--- src/rtl/i2cbt_pkg.sv ---
package i2cbt_pkg;

    localparam int unsigned NUM_PHASES = 4;
    localparam int unsigned PH_IDX_W   = $clog2(NUM_PHASES);

    typedef enum logic [1:0] {
        K_DATA  = 2'd0,
        K_START = 2'd1,
        K_STOP  = 2'd2,
        K_ALT   = 2'd3
    } bit_kind_t;

    typedef enum logic [2:0] {
        S_IDLE = 3'd0,
        S_P0   = 3'd1,
        S_P1   = 3'd2,
        S_P2   = 3'd3,
        S_P3   = 3'd4
    } phase_st_t;

endpackage

--- src/rtl/i2cbt_cfg_regs.sv ---
module i2cbt_cfg_regs #(
    parameter int unsigned DIV_W = 8,
    parameter int unsigned PH_W  = 8,
    parameter int unsigned NPH   = 4,
    localparam int unsigned CFG_W = NPH * PH_W
) (
    input  logic             clk,
    input  logic             rst_n,
    input  logic             we,
    input  logic             sel,
    input  logic [CFG_W-1:0] wdata,
    output logic [DIV_W-1:0] div_q,
    output logic [CFG_W-1:0] ph_q
);

    always_ff @(posedge clk or negedge rst_n) begin
        if (!rst_n) begin
            div_q <= DIV_W'(1);
        end else if (we && !sel) begin
            div_q <= wdata[DIV_W-1:0];
        end
    end

    for (genvar g = 0; g < NPH; g++) begin : g_phase_field
        always_ff @(posedge clk or negedge rst_n) begin
            if (!rst_n) begin
                ph_q[g*PH_W +: PH_W] <= PH_W'(1);
            end else if (we && sel) begin
                ph_q[g*PH_W +: PH_W] <= wdata[g*PH_W +: PH_W];
            end
        end
    end

endmodule

--- src/rtl/i2cbt_presc.sv ---
module i2cbt_presc #(
    parameter int unsigned DIV_W = 8
) (
    input  logic             clk,
    input  logic             rst_n,
    input  logic             clear,
    input  logic             run,
    input  logic [DIV_W-1:0] div,
    output logic             tick
);

    logic [DIV_W-1:0] cnt_q;
    logic [DIV_W-1:0] lim;

    assign lim  = (div == '0) ? '0 : div - 1'b1;
    assign tick = run && (cnt_q >= lim);

    always_ff @(posedge clk or negedge rst_n) begin
        if (!rst_n) begin
            cnt_q <= '0;
        end else if (clear) begin
            cnt_q <= '0;
        end else if (run) begin
            cnt_q <= tick ? '0 : cnt_q + 1'b1;
        end
    end

endmodule

--- src/rtl/i2cbt_fsm.sv ---
module i2cbt_fsm
    import i2cbt_pkg::*;
#(
    parameter int unsigned DIV_W = 8,
    parameter int unsigned PH_W  = 8,
    localparam int unsigned CFG_W = NUM_PHASES * PH_W
) (
    input  logic             clk,
    input  logic             rst_n,
    input  logic             enable,
    input  logic             cmd_valid,
    input  logic [1:0]       cmd_kind,
    input  logic             cmd_bit,
    input  logic             sda_i,
    input  logic [DIV_W-1:0] div_cfg,
    input  logic [CFG_W-1:0] ph_cfg,
    input  logic             tick,
    output logic [DIV_W-1:0] sh_div,
    output logic             presc_clear,
    output logic             presc_run,
    output logic             cmd_ready,
    output logic             scl_o,
    output logic             sda_o,
    output logic             chg_stb,
    output logic             rise_stb,
    output logic             smp_stb,
    output logic             fall_stb,
    output logic             done_stb,
    output logic             rx_bit
);

    phase_st_t           state_q, state_d;
    bit_kind_t           kind_q;
    logic                bit_q;
    logic [CFG_W-1:0]    sh_ph;
    logic [PH_W-1:0]     tc_q;
    logic                first_q;
    logic                idle_scl_q, idle_sda_q;
    logic                rx_q;
    logic [PH_IDX_W-1:0] idx;
    logic [PH_W-1:0]     len_raw, len_m1;
    logic                busy, accept, phase_end;

    // {scl, sda} for a given command kind and phase index
    function automatic logic [1:0] line_lv(bit_kind_t k, logic b, logic [PH_IDX_W-1:0] p);
        logic [1:0] v;
        unique case (k)
            K_START: begin
                case (p)
                    2'd0:    v = 2'b01;
                    2'd1:    v = 2'b11;
                    2'd2:    v = 2'b10;
                    default: v = 2'b00;
                endcase
            end
            K_STOP: begin
                case (p)
                    2'd0:    v = 2'b00;
                    2'd1:    v = 2'b10;
                    default: v = 2'b11;
                endcase
            end
            default: v = {(p == 2'd1) || (p == 2'd2), b};
        endcase
        return v;
    endfunction

    assign busy      = (state_q != S_IDLE);
    assign cmd_ready = enable && !busy;
    assign accept    = cmd_valid && cmd_ready;

    always_comb begin
        unique case (state_q)
            S_P1:    idx = 2'd1;
            S_P2:    idx = 2'd2;
            S_P3:    idx = 2'd3;
            default: idx = 2'd0;
        endcase
    end

    assign len_raw   = sh_ph[idx*PH_W +: PH_W];
    assign len_m1    = (len_raw == '0) ? '0 : len_raw - 1'b1;
    assign phase_end = busy && tick && (tc_q >= len_m1);

    assign presc_clear = accept || !enable;
    assign presc_run   = busy;

    // next-state logic
    always_comb begin
        state_d = state_q;
        unique case (state_q)
            S_IDLE:  if (accept)    state_d = S_P0;
            S_P0:    if (phase_end) state_d = S_P1;
            S_P1:    if (phase_end) state_d = S_P2;
            S_P2:    if (phase_end) state_d = S_P3;
            S_P3:    if (phase_end) state_d = S_IDLE;
            default:                state_d = S_IDLE;
        endcase
    end

    // state register
    always_ff @(posedge clk or negedge rst_n) begin
        if (!rst_n) begin
            state_q <= S_IDLE;
        end else if (!enable) begin
            state_q <= S_IDLE;
        end else begin
            state_q <= state_d;
        end
    end

    // phase counter, shadow configuration, idle levels, sampled bit
    always_ff @(posedge clk or negedge rst_n) begin
        if (!rst_n) begin
            tc_q       <= '0;
            first_q    <= 1'b0;
            kind_q     <= K_DATA;
            bit_q      <= 1'b1;
            sh_div     <= '0;
            sh_ph      <= '0;
            idle_scl_q <= 1'b1;
            idle_sda_q <= 1'b1;
            rx_q       <= 1'b0;
        end else if (!enable) begin
            tc_q       <= '0;
            first_q    <= 1'b0;
            idle_scl_q <= 1'b1;
            idle_sda_q <= 1'b1;
        end else begin
            if (accept) begin
                tc_q    <= '0;
                first_q <= 1'b1;
                kind_q  <= bit_kind_t'(cmd_kind);
                bit_q   <= cmd_bit;
                sh_div  <= div_cfg;
                sh_ph   <= ph_cfg;
            end else if (busy) begin
                first_q <= phase_end && (state_q != S_P3);
                if (tick) begin
                    tc_q <= phase_end ? '0 : tc_q + 1'b1;
                end
            end
            if (smp_stb) begin
                rx_q <= sda_i;
            end
            if (done_stb) begin
                idle_scl_q <= scl_o;
                idle_sda_q <= sda_o;
            end
        end
    end

    // outputs
    always_comb begin
        logic [1:0] lv;
        lv       = line_lv(kind_q, bit_q, idx);
        scl_o    = idle_scl_q;
        sda_o    = idle_sda_q;
        chg_stb  = 1'b0;
        rise_stb = 1'b0;
        smp_stb  = 1'b0;
        fall_stb = 1'b0;
        done_stb = 1'b0;
        unique case (state_q)
            S_IDLE: ;
            S_P0: begin
                {scl_o, sda_o} = lv;
                chg_stb        = first_q;
            end
            S_P1: begin
                {scl_o, sda_o} = lv;
                rise_stb       = first_q;
            end
            S_P2: begin
                {scl_o, sda_o} = lv;
                smp_stb        = phase_end;
            end
            S_P3: begin
                {scl_o, sda_o} = lv;
                fall_stb       = first_q;
                done_stb       = phase_end;
            end
            default: ;
        endcase
    end

    assign rx_bit = rx_q;

endmodule

--- src/rtl/i2cbt_top.sv ---
module i2cbt_top
    import i2cbt_pkg::*;
#(
    parameter int unsigned DIV_W = 8,
    parameter int unsigned PH_W  = 8,
    localparam int unsigned CFG_W = NUM_PHASES * PH_W
) (
    input  logic             clk,
    input  logic             rst_n,
    input  logic             enable,
    input  logic             cfg_we,
    input  logic             cfg_sel,
    input  logic [CFG_W-1:0] cfg_wdata,
    input  logic             cmd_valid,
    input  logic [1:0]       cmd_kind,
    input  logic             cmd_bit,
    output logic             cmd_ready,
    input  logic             sda_i,
    output logic             scl_o,
    output logic             sda_o,
    output logic             chg_stb,
    output logic             rise_stb,
    output logic             smp_stb,
    output logic             fall_stb,
    output logic             done_stb,
    output logic             rx_bit
);

    logic [DIV_W-1:0] div_q, sh_div;
    logic [CFG_W-1:0] ph_q;
    logic             tick, presc_clear, presc_run;

    i2cbt_cfg_regs #(.DIV_W(DIV_W), .PH_W(PH_W), .NPH(NUM_PHASES)) u_regs (
        .clk   (clk),
        .rst_n (rst_n),
        .we    (cfg_we),
        .sel   (cfg_sel),
        .wdata (cfg_wdata),
        .div_q (div_q),
        .ph_q  (ph_q)
    );

    i2cbt_presc #(.DIV_W(DIV_W)) u_presc (
        .clk   (clk),
        .rst_n (rst_n),
        .clear (presc_clear),
        .run   (presc_run),
        .div   (sh_div),
        .tick  (tick)
    );

    i2cbt_fsm #(.DIV_W(DIV_W), .PH_W(PH_W)) u_fsm (
        .clk         (clk),
        .rst_n       (rst_n),
        .enable      (enable),
        .cmd_valid   (cmd_valid),
        .cmd_kind    (cmd_kind),
        .cmd_bit     (cmd_bit),
        .sda_i       (sda_i),
        .div_cfg     (div_q),
        .ph_cfg      (ph_q),
        .tick        (tick),
        .sh_div      (sh_div),
        .presc_clear (presc_clear),
        .presc_run   (presc_run),
        .cmd_ready   (cmd_ready),
        .scl_o       (scl_o),
        .sda_o       (sda_o),
        .chg_stb     (chg_stb),
        .rise_stb    (rise_stb),
        .smp_stb     (smp_stb),
        .fall_stb    (fall_stb),
        .done_stb    (done_stb),
        .rx_bit      (rx_bit)
    );

endmodule

--- config.mk ---
export PLATFORM = sky130hd
export DESIGN_NAME = i2cbt_top
export DESIGN_NICKNAME = d
export VERILOG_FILES = /design/src/rtl/i2cbt_pkg.sv /design/src/rtl/i2cbt_cfg_regs.sv /design/src/rtl/i2cbt_presc.sv /design/src/rtl/i2cbt_fsm.sv /design/src/rtl/i2cbt_top.sv
export SDC_FILE = /design/constraint.sdc
export NUM_CORES = 1
export LEC_CHECK = 0
export BUFFER_PORTS_ARGS = -buffer_cell sky130_fd_sc_hd__buf_4
export CORE_ASPECT_RATIO = 0.6
export CORE_UTILIZATION = 50
export DETAILED_ROUTE_END_ITERATION = 8
export PLACE_DENSITY = 0.74
export SYNTH_ARGS = -nofsm -noshare
export SYNTH_HDL_FRONTEND = slang
export SYNTH_SLANG_ARGS = --single-unit
--- constraint.sdc ---
create_clock -name clk -period 4.5 [get_ports clk]
set_input_delay 0.45 -clock clk [delete_from_list [all_inputs] [get_ports clk]]
set_output_delay 0.45 -clock clk [all_outputs]
set_load 0.1 [all_outputs]
After elaboration in Yosys (flattened, before gate mapping)
Cells that the tools add are included.
- bits in registers: 106
- bits in latches: 0
- bits in writable memories: 0
- memory bits (read-only): 0
- logic and storage cells: 99
- memories: 0
- $add $sub $neg: 4
- $mul: 0
- divide/modulo/power cells: 0
- order comparisons: 2
- equality and inequality tests: 17
- shift operators: 1
- multiplexer cells: 35
- bitwise gates (word level): 0
- reduce and logical (&&, ||, !) cells: 24
- operator list (cell ; number):
    two-way mux 8 bit ; 10
    indexed part select 32 x 6 -> 8 bit ; 1
    two-way mux 3 bit ; 6
    adder 8 x 1 -> 8 bit (second input constant) ; 2
    greater-or-equal comparator 8 bit ; 2
    zero test 8 bit ; 2
    subtractor 8 x 1 -> 8 bit (second input constant) ; 2
    != test 3 x 2 -> 1 bit (second input constant) ; 5
    case mux 3 bit (5 select lines) ; 1
    two-way mux 1 bit ; 14
    case mux 2 bit (3 select lines) ; 2
    logical AND 1 bit ; 8
    case mux 2 bit (2 select lines) ; 2
    equality test 3 x 2 -> 1 bit (second input constant) ; 2
    != test 3 x 1 -> 1 bit (second input constant) ; 2
    AND reduction 2 bit ; 3
    AND reduction 5 bit ; 1
    equality test 2 x 1 -> 1 bit (second input constant) ; 2
    equality test 2 bit (second input constant) ; 2
    OR reduction 4 bit ; 1
    equality test 3 x 1 -> 1 bit (second input constant) ; 1
    equality test 3 bit (second input constant) ; 1
    zero test 1 bit ; 3
    zero test 3 bit ; 1
    other kinds (6) ; 7

Logic depth before layout (Yosys ltp)
- word-level depth: 12
- mapped depth: 17

Cells and area by module
Synthesis repeated with hierarchy kept, for this count alone.
- cell total of the unflattened synthesis: 480
- area, all modules: 5743.0 µm²
- by module, submodules not included (module ; instances ; cells each ; area each (µm²) ; sequential area each (µm²)):
    i2cbt_fsm ; 1 ; 303 ; 3345.7 ; 1455.1
    i2cbt_cfg_regs ; 1 ; 86 ; 1621.6 ; 1007.2
    i2cbt_presc ; 1 ; 91 ; 775.7 ; 200.2

Worst setup path after synthesis
OpenSTA, ideal clock, no wires.
- path type: register -> output
- start point: register u_fsm.state_q[0]
- end point: output port smp_stb
- data arrival time: 5.077 ns
- setup slack: -1.027 ns
- cell stages (with the launch flop): 14
- path through: dfrtp_1 buf_2 nor3b_1 or4_1 or2_2 ha_1 clkbuf_1 a21oi_1 mux2i_1 ha_1 and3_1 nand2_1 o31a_2 nor3_1
- word-level cells in the longest chain between the ends: 8
- elaborated cells on any way between the ends: 14
- ends and longest elaborated chain (what ; RTL line ; source):
    from (decl) ; i2cbt_fsm.sv:32 ; phase_st_t state_q, state_d;
    from (signal assigned) ; i2cbt_fsm.sv:108 ; state_q <= state_d;
    equality test 3 bit, or another cell as far along ; i2cbt_fsm.sv:73 ; unique case (state_q)
    case mux 2 bit (3 select lines) ; i2cbt_fsm.sv:73 ;
    indexed part select 32 x 6 -> 8 bit ; i2cbt_fsm.sv:81 ; assign len_raw = sh_ph[idx*PH_W +: PH_W];
    subtractor 8 x 1 -> 8 bit or zero test 8 bit (tied branches) ; i2cbt_fsm.sv:82 ; assign len_m1 = (len_raw == '0) ? '0 : len_raw - 1'b1;
    two-way mux 8 bit ; i2cbt_fsm.sv:82 ;
    greater-or-equal comparator 8 bit ; i2cbt_fsm.sv:83 ; assign phase_end = busy && tick && (tc_q >= len_m1);
    logical AND 1 bit ; i2cbt_fsm.sv:83 ;
    two-way mux 1 bit * ; i2cbt_fsm.sv:164 ; unique case (state_q)
    to (decl) ; i2cbt_top.sv:23 ; output logic smp_stb,
Every way passes the cells marked *; elsewhere a longest branch is shown, timed or not.

Worst setup path after layout
- start point: register u_fsm.state_q[2]
- end point: output port done_stb
- word-level cells in the longest chain between the ends: 8
- elaborated cells on any way between the ends: 14
- ends and longest elaborated chain (what ; RTL line ; source):
    equality test 3 bit or equality test 3 x 2 -> 1 bit (tied branches) ; i2cbt_fsm.sv:73, i2cbt_fsm.sv:164 ;
    case mux 2 bit (3 select lines) ; i2cbt_fsm.sv:73 ;
    indexed part select 32 x 6 -> 8 bit ; i2cbt_fsm.sv:81 ;
    subtractor 8 x 1 -> 8 bit or zero test 8 bit (tied branches) ; i2cbt_fsm.sv:82 ;
    two-way mux 8 bit ; i2cbt_fsm.sv:82 ;
    greater-or-equal comparator 8 bit ; i2cbt_fsm.sv:83 ;
    logical AND 1 bit ; i2cbt_fsm.sv:83 ;
    two-way mux 1 bit * ; i2cbt_fsm.sv:164 ;
    to (decl) ; i2cbt_top.sv:25 ; output logic done_stb,
Marked as above.

==> reports/metrics.cfg <==
[sta]
fmax_mhz=231
report.final.slew_viol_count=0
fin_crit_sh_pct=96.4
layout_min_cycle_time_ns=4.34
worst_pin_slew_ns=1.05
finClkSkew_ns=0.00761
fin_hold_ws_ns=0.160
final_hold_viol_count=0
setup_viol=0
slew_headroom_pct=29.7

[place]
place_hpwl_um=8550
place.gp.congestion=0.915
io_buffers=50

[finish]
finalNetCount=597
utilization_pct=60.8
antenna_cells=0
fill_cells=873
drive_gt1_share_pct=33.3
area_delta_synth_final_pct=17.4

[power_and_ir_drop]
combPwrFrac_pct=23.5
pwr-share-seq_pct=47.0
leakage_nw=2.91
netSwitchingPower_mw=0.830
clkPwrFrac_pct=29.5
p_per_area_nw_per_um2=414
peakVddDrop_v=0.000230
p_sw_share_pct=31.0
p_int_mw=1.85

[run]
cap_violations=0

[clock_network]
insertion_delay_ns=0.35
tritoncts=yes
hold_buffers=0
path_clk_slew_ns=0.07
clockBufferDepth=2
cts_sinks=106
htreeDepth=3
numCtsBuffers=9
cts-root-buf=clkbuf_16

[route]
via_count=3887
drtAntennaViolNets=0
post_drt_wl_per_cell_um=17.5
drc_errors=0
dr.pass1.iters=5
via_per_inst=5.75
routed_wl_um=11800
drt_iter0_drc=328

[critical_path]
slowest_stage=or4bb_1
crit_buf_inv=2
endpoint_kind=primary output
r2r_slack_ns=0.25
crit_required_ns=4.05
crit_arrival_ns=3.89
r2r-end=u_fsm.rx_bit
cp_top_family=simple AND/OR/NAND/NOR gates
cpPeakStageDelay_ns=0.54
reg2regPathDepth=16
crit_chain=clkbuf_4 -> or4bb_1 -> o311ai_1 -> or2_2 -> ha_4 -> nand3_1 -> mux2i_1 -> ha_1 -> and3_1 -> nand2_1 -> o31a_2 -> nor3_4 -> buf_12
cp-start-kind=register
critPathKind=reg -> out
reg2reg_from=u_fsm.state_q[2]
cp_max_fo=9

[global_route]
antenna_found_initial=0
grt_pass1_wl_um=19600
grt.busiest_layer=met1
grtUsageMet2_pct=32.8
grt_util_met1_pct=33.2
grt_use_met3_pct=5.01
grt_max_degree=60
track_usage_pct=22.3
grt_remaining_overflow=0
grt_pass1_vias=3850

[logic_synthesis]
synth_seq_cells=106
synthArstFlopShare_pct=100
synth_top_area_share_pct=44.5
yosys.area.top_type=dfrtp_1
synth_most_common_cell=dfrtp_1
netlist_area_um2=5510
synth_commonest_cells=98 x dfrtp_1, 61 x mux2_2, 31 x nor2_1, 28 x nand2_1, 24 x mux2_1
synth-edff-count=0
yosysSeqAreaShare_pct=48.4
synth_cell_type_count=67
avgSynthCellArea_um2=11.7
ys_warn_count=0
syn_nets=536
synth.area.top_cells=dfrtp_1 45%, mux2_2 12%, ha_1 5.2%, mux2_1 4.9%, dfstp_2 3.8%
ys.flop_type=dfrtp_1
syn_inst=471

[floorplanning]
die_y_um=83.3
die-area_um2=11400
die_x_um=137
initial_core_util_pct=51.8
ioPinCount=51
core.rowCount=29
core_um2=10600

[run_status]
status=completed

[worst_hold_path]
min-delay-path-class=in -> async

## cell families after synthesis
logic type,after synthesis,synth area share [%]
flip-flops,106,48.4
buffers and inverters,30,2.82
adder cells (fa/ha/maj),23,5.23
AO/OA/AOI/OAI,65,8.64
AND/OR/NAND/NOR,143,14.4
multiplexers,93,18.8
XOR/XNOR,11,1.75
## per-layer routing
layer	vias to the layer above	share of wire, %
li1	1834	-
met1	1940	49
met2	101	43
met3	12	6.8
met4	0	1.0
met5	-	0
## through the flow
stage | power (mW) | setup TNS, ns | instance area [µm²] | setup slack [ns] | instances
after global routing | 2.82 | -0.0214 | 6460 | -0.0214 | 676
after detailed placement | 1.87 | 0 | 6030 | 0.248 | 650
final | 2.68 | 0 | 6460 | 0.163 | 676
after CTS | 2.67 | 0 | 6360 | 0.00398 | 669
after floorplan | 1.66 | 0 | 5520 | 0.163 | 471
after global placement | 1.83 | 0 | 6030 | 0.421 | 650
## final cells by class
cell class	instances	area, µm²	area share, %
inverter	11	41.3	0.639
timing repair buffer	69	534	8.27
clock buffer	10	239	3.70
tap	139	174	2.69
multi-input combinational	335	2750	42.5
sequential	106	2670	41.3
clock inverter	6	63.8	0.987
## state kept, by name, indices dropped and copies added (netlist names)
name              flops
u_fsm.tc_q            8
u_fsm.state_q         3
u_fsm.bit_q           1
u_fsm.kind_q          2
u_regs.div_q          8
u_presc.cnt_q         8
u_fsm.sh_div          8
u_regs.ph_q          32
u_fsm.sh_ph          32
u_fsm.first_q         1
u_fsm.idle_scl_q      1
u_fsm.idle_sda_q      1
u_fsm.rx_bit          1
## what timing repair did
| action | 4_1_cts | 5_1_grt |
|---|---|---|
| endpoints found under the setup margin | 2 | 4 |
| resized for setup | 3 | 11 |
| pin swaps | 0 | 1 |
| setup buffers | 3 | 7 |
## power by group through the flow
stage	Clock (mW)	Sequential [mW]	Combinational, mW
after floorplan	0	1.21	0.450
after global routing	0.847	1.28	0.701
after global placement	0	1.26	0.569
final	0.790	1.26	0.629
after detailed placement	0	1.27	0.598
after CTS	0.809	1.26	0.607
## how the worst max path moves through the flow
stage                     slack [ns]        to             start  cells after the start
after floorplan                 0.16   chg_stb  u_fsm.state_q[1]                      4
after global placement          0.42  done_stb  u_fsm.state_q[1]                     12
after detailed placement        0.25  done_stb  u_fsm.state_q[2]                     12
after CTS                      0.004  done_stb  u_fsm.state_q[0]                     12
after global routing           -0.02  done_stb  u_fsm.state_q[2]                     13
final                           0.16  done_stb  u_fsm.state_q[2]                     13
## placed cells by master (no fill, tap or decap), types with 6 or more instances in the layout
master and count:
o21ai_1 7, and2_1 6, nor2b_1 8, o21ai_0 6, a21oi_1 8, nor2_1 31
and3_1 7, nor3_1 13, mux2_2 61, clkbuf_16 9, dfstp_2 8, dfrtp_1 95
nand2_1 27, o22ai_1 6, mux2i_1 8, mux2_1 24, nand3_1 10, buf_4 66
ha_1 22, inv_1 10, xor2_1 6
Note: power is estimated with default switching activity, not from simulation.
